--- src/rtl/bridge_retry_timer.sv ---
module bridge_retry_timer #(
  parameter int DLY_W = 16
) (
  input  logic             clk,
  input  logic             rst_n,
  input  logic             ob_pending,
  input  logic             ob_blocked,
  input  logic             ib_pending,
  input  logic             reg_wr,
  input  logic [1:0]       reg_addr,
  input  logic [DLY_W-1:0] reg_wdata,
  output logic [DLY_W-1:0] reg_rdata,
  output logic             local_backoff,
  output logic             target_retry
);
  localparam logic [1:0] A_OB_DLY = 2'd0;
  localparam logic [1:0] A_IB_DLY = 2'd1;
  localparam logic [1:0] A_CTRL   = 2'd2;

  logic [DLY_W-1:0] ob_dly_q, ib_dly_q, ob_cnt_q, ib_cnt_q;
  logic ob_en_q, ob_done_q, ib_done_q;
  logic ob_live, ib_live, ob_fire, ib_hit, ib_fire;

  assign ob_live = ob_en_q & ob_pending & ob_blocked;
  assign ib_live = ib_pending;
  assign ob_fire = ob_live & ~ob_done_q & (ob_cnt_q == '0);
  assign ib_hit  = ib_live & ~ib_done_q & (ib_cnt_q == '0);
  assign ib_fire = ib_hit & ~ob_fire;

  always_ff @(posedge clk or negedge rst_n) begin
    if (!rst_n) begin
      ob_dly_q <= '0;
      ib_dly_q <= '0;
      ob_en_q  <= 1'b0;
    end else if (reg_wr) begin
      case (reg_addr)
        A_OB_DLY: ob_dly_q <= reg_wdata;
        A_IB_DLY: ib_dly_q <= reg_wdata;
        A_CTRL:   ob_en_q  <= reg_wdata[0];
        default:  ;
      endcase
    end
  end

  always_comb begin
    reg_rdata = '0;
    case (reg_addr)
      A_OB_DLY: reg_rdata = ob_dly_q;
      A_IB_DLY: reg_rdata = ib_dly_q;
      A_CTRL:   reg_rdata[0] = ob_en_q;
      default:  reg_rdata = '0;
    endcase
  end

  always_ff @(posedge clk or negedge rst_n) begin
    if (!rst_n) begin
      ob_cnt_q  <= '0;
      ob_done_q <= 1'b0;
    end else if (!ob_live) begin
      ob_cnt_q  <= ob_dly_q;
      ob_done_q <= 1'b0;
    end else if (ob_fire) begin
      ob_done_q <= 1'b1;
    end else if (!ob_done_q && ob_cnt_q != '0) begin
      ob_cnt_q <= ob_cnt_q - 1'b1;
    end
  end

  always_ff @(posedge clk or negedge rst_n) begin
    if (!rst_n) begin
      ib_cnt_q  <= '0;
      ib_done_q <= 1'b0;
    end else if (!ib_live) begin
      ib_cnt_q  <= ib_dly_q;
      ib_done_q <= 1'b0;
    end else if (ib_hit && ob_fire) begin
      ib_cnt_q <= ib_dly_q;
    end else if (ib_fire) begin
      ib_done_q <= 1'b1;
    end else if (!ib_done_q && ib_cnt_q != '0) begin
      ib_cnt_q <= ib_cnt_q - 1'b1;
    end
  end

  always_ff @(posedge clk or negedge rst_n) begin
    if (!rst_n) begin
      local_backoff <= 1'b0;
      target_retry  <= 1'b0;
    end else begin
      local_backoff <= ob_fire;
      target_retry  <= ib_fire;
    end
  end
endmodule


--- config.mk ---
export PLATFORM = sky130hd
export DESIGN_NAME = bridge_retry_timer
export DESIGN_NICKNAME = d
export VERILOG_FILES = /design/src/rtl/bridge_retry_timer.sv
export SDC_FILE = /design/constraint.sdc
export NUM_CORES = 1
export LEC_CHECK = 0
export BUFFER_PORTS_ARGS = -buffer_cell sky130_fd_sc_hd__buf_2
export CAP_MARGIN = 10
export CORE_UTILIZATION = 65
export CTS_BUF_LIST = sky130_fd_sc_hd__clkbuf_4
export DETAILED_ROUTE_END_ITERATION = 7
export PLACE_DENSITY = 0.93
export SLEW_MARGIN = 0
export SYNTH_ARGS = -nofsm -noshare
export SYNTH_HDL_FRONTEND = slang
export SYNTH_SLANG_ARGS = --single-unit
--- constraint.sdc ---
create_clock -name clk -period 5.1 [get_ports clk]
set_input_delay 0.765 -clock clk [delete_from_list [all_inputs] [get_ports clk]]
set_output_delay 0.765 -clock clk [all_outputs]
set_load 0.005 [all_outputs]
==> impl_metrics.env <==
export IMPL_finalHoldViolCount=0
export IMPL_drv_cap=0
export IMPL_routed_wl_met2_um=5040
export IMPL_synth_edf_count=0
export IMPL_hp_class="in2async"
export IMPL_io_buffers=41
export IMPL_p_int_uw=989
export IMPL_vias=3298
export IMPL_fin_area_um2=4260
export IMPL_m1WireLength_um=3950
export IMPL_synthToLayoutAreaGrowth_pct=10.3
export IMPL_critPathKind="reg2reg"
export IMPL_post_cts_setup_buffers=0
export IMPL_ir_drop_uv=295
export IMPL_dieArea_um2=6250
export IMPL_synthCells=370
export IMPL_clkTransAtPathRegs_ns=0.13
export IMPL_yosys_warnings=0
export IMPL_max_freq_mhz=363
export IMPL_period_share=0.540
export IMPL_dr_max_layer_used="met4"
export IMPL_drc=0
export IMPL_relSlewSlack=0.367
export IMPL_fin_tns_setup_ns=0
export IMPL_synth_common_cells="dfrtp_1, mux2_2, nor2_1"
export IMPL_finalNetCount=437
export IMPL_syn_area_um2=3860
export IMPL_netSwitchingPower_uw=533
export IMPL_synth_area_leaders="dfrtp_1, mux2_2, mux2i_1"
export IMPL_rows=27
export IMPL_met3_wirelength_um=705
export IMPL_seqPwrFrac=0.513
export IMPL_ys_ff_latch=69
export IMPL_hpwl_um=7030
export IMPL_wl_um=10100
export IMPL_powerDensity_nw_per_um2=358
export IMPL_io_pins=42
export IMPL_clock_path_buffers=2
export IMPL_gr_usage_all_layers=0.358
export IMPL_grt_max_degree=59
export IMPL_syn_avg_cell_area_um2=10.4
export IMPL_place_ws_ns=2.39
export IMPL_grt_antenna_before_repair=0
export IMPL_synthesis_nets=398
export IMPL_path_max_fanout=8
export IMPL_cts_hold_fix_buffers=0
export IMPL_cp_end_kind="flip-flop"
export IMPL_place_area_um2=4100
export IMPL_drv_slew=0
export IMPL_grt_pass1_vias=3313
export IMPL_cts_sinks=69
export IMPL_status="finished clean"
export IMPL_start_util=0.688
export IMPL_cts_resized=0
export IMPL_core_area_um2=5610
export IMPL_cts_root_buf="clkbuf_4"
export IMPL_cts_tree="built"
export IMPL_clkPwrFrac=0.242
export IMPL_finClkSkew_ns=0.0184
export IMPL_cts_buffers=9
export IMPL_yosysMostFrequentCell="dfrtp_1"
export IMPL_clock_latency_ns=0.42
export IMPL_gp_congestion=0.941
export IMPL_rsz0062_at_grt="false"
export IMPL_crit_path_start_kind="flip-flop"
export IMPL_via_per_inst=6.79
export IMPL_drt_initial_drc_count=376
export IMPL_cts_max_level=3
export IMPL_first_pass_iters=5
export IMPL_drive_gt1_frac=0.290
export IMPL_route_antenna_remaining_nets=0
export IMPL_arrival_ns=3.12
export IMPL_insertedDiodeCount=0
export IMPL_worst_slack_ns=2.35
export IMPL_synth_ff_type="dfrtp_1"
export IMPL_ys_types=62
export IMPL_ys_seq_area_frac=0.447
export IMPL_synth_async_reset_ratio=1.00
export IMPL_die_w_um=79.1
export IMPL_grt_remaining_overflow=0
export IMPL_synth_top_area_share=0.447
export IMPL_required_ns=5.47
export IMPL_setup_violations=0
export IMPL_grt_pass1_wl_um=16700
export IMPL_comb_power_share=0.245
export IMPL_worst_pin_slew_ns=0.941
export IMPL_swShare=0.350
export IMPL_netlist_top_cell_by_area="dfrtp_1"
export IMPL_power_total_uw=1520
export IMPL_min_period_ns=2.75
export IMPL_fp_dieH_um=79.1
export IMPL_leakagePower_uw=0.00181
export IMPL_avgRoutedWirePerCell_um=20.7
layout make-up:
cell class,count,area (um2)
timing repair buffer,44,231
multi-input combinational,276,2030
inverter,9,33.8
tap,72,90.1
sequential,69,1730
clock inverter,5,60.1
fill,366,1350
clock buffer,11,82.6
layer usage:
layer	global-route usage	vias to the layer above
met5	0	-
met3	0.0770	44
li1	-	1460
met2	0.590	181
met1	0.453	1613
met4	0.165	0
stage by stage:
stage | util | hold slack, ns | cells
after global routing | 0.759 | 0.202 | 486
final | 0.759 | 0.209 | 486
after global placement | 0.732 | 0.506 | 469
after floorplan | - | 0.466 | 370
after CTS | 0.757 | 0.208 | 485
after detailed placement | 0.732 | 0.516 | 469
sequential cells by signal (all words and copies together) (netlist names), 16 cells and up:
name,cells
ob_dly_q,16
ob_cnt_q,16
ib_cnt_q,16
ib_dly_q,16
layout by cell type, fill, tap and decap left out, drive strengths merged, types with 5 or more instances in the layout:
cell and instances:
clkbuf 11, nor2 30, xnor2 6, nand2 28, a211oi 5, or4 7
nor3 13, a21oi 13, nor4 16, dfrtp 69, mux2 34, nand4 5
nor4b 5, nand3 8, buf 44, inv 10, mux2i 19, xor2 8
o21ai 19
critical path: stages (launching register included):
cell	delay [ns]
dfrtp_1	0.41
inv_1	0.12
ha_1	0.19
or3b_2	0.46
nor4_1	0.54
nand4_1	0.50
a32oi_1	0.33
o22a_1	0.16
final timing paths:
check | depth (start not counted) | start | end | slack, ns
setup / recovery | 7 | ob_cnt_q[0]$_DFFE_PN0P_ | ib_cnt_q[15]$_DFFE_PN0P_ | 2.35
hold / removal | 1 | rst_n | ib_cnt_q[12]$_DFFE_PN0P_ | 0.21
setup reg to reg | 7 | ob_cnt_q[0]$_DFFE_PN0P_ | ib_cnt_q[15]$_DFFE_PN0P_ | 2.35
hold reg to reg | 1 | ib_dly_q[2]$_DFFE_PN0P_ | ib_cnt_q[2]$_DFFE_PN0P_ | 0.55
max in group asynchronous | 2 | rst_n | ob_dly_q[9]$_DFFE_PN0P_ | 3.87
min in group clk | 1 | ib_dly_q[2]$_DFFE_PN0P_ | ib_cnt_q[2]$_DFFE_PN0P_ | 0.55
power by group through the flow:
| stage | clock, uW | sequential [uW] | combinational, uW |
|---|---|---|---|
| finish | 369 | 781 | 372 |
| detailed placement | 0 | 785 | 358 |
| global route | 391 | 791 | 408 |
| CTS | 369 | 774 | 367 |
| floorplan | 0 | 739 | 267 |
| global placement | 0 | 775 | 337 |
kinds of logic (layout without fill, tap and decap cells):
| kind of cell | Yosys count | count (layout) | synth area share |
|---|---|---|---|
| fa+ha+maj | 4 | 4 | 0.0130 |
| simple gates | 141 | 141 | 0.215 |
| mux | 53 | 53 | 0.149 |
| compound gates | 64 | 64 | 0.117 |
| flops | 69 | 69 | 0.447 |
| buf+inv | 25 | 69 | 0.0272 |
| xor+xnor | 14 | 14 | 0.0318 |
Note: power is estimated with default switching activity, not from simulation.
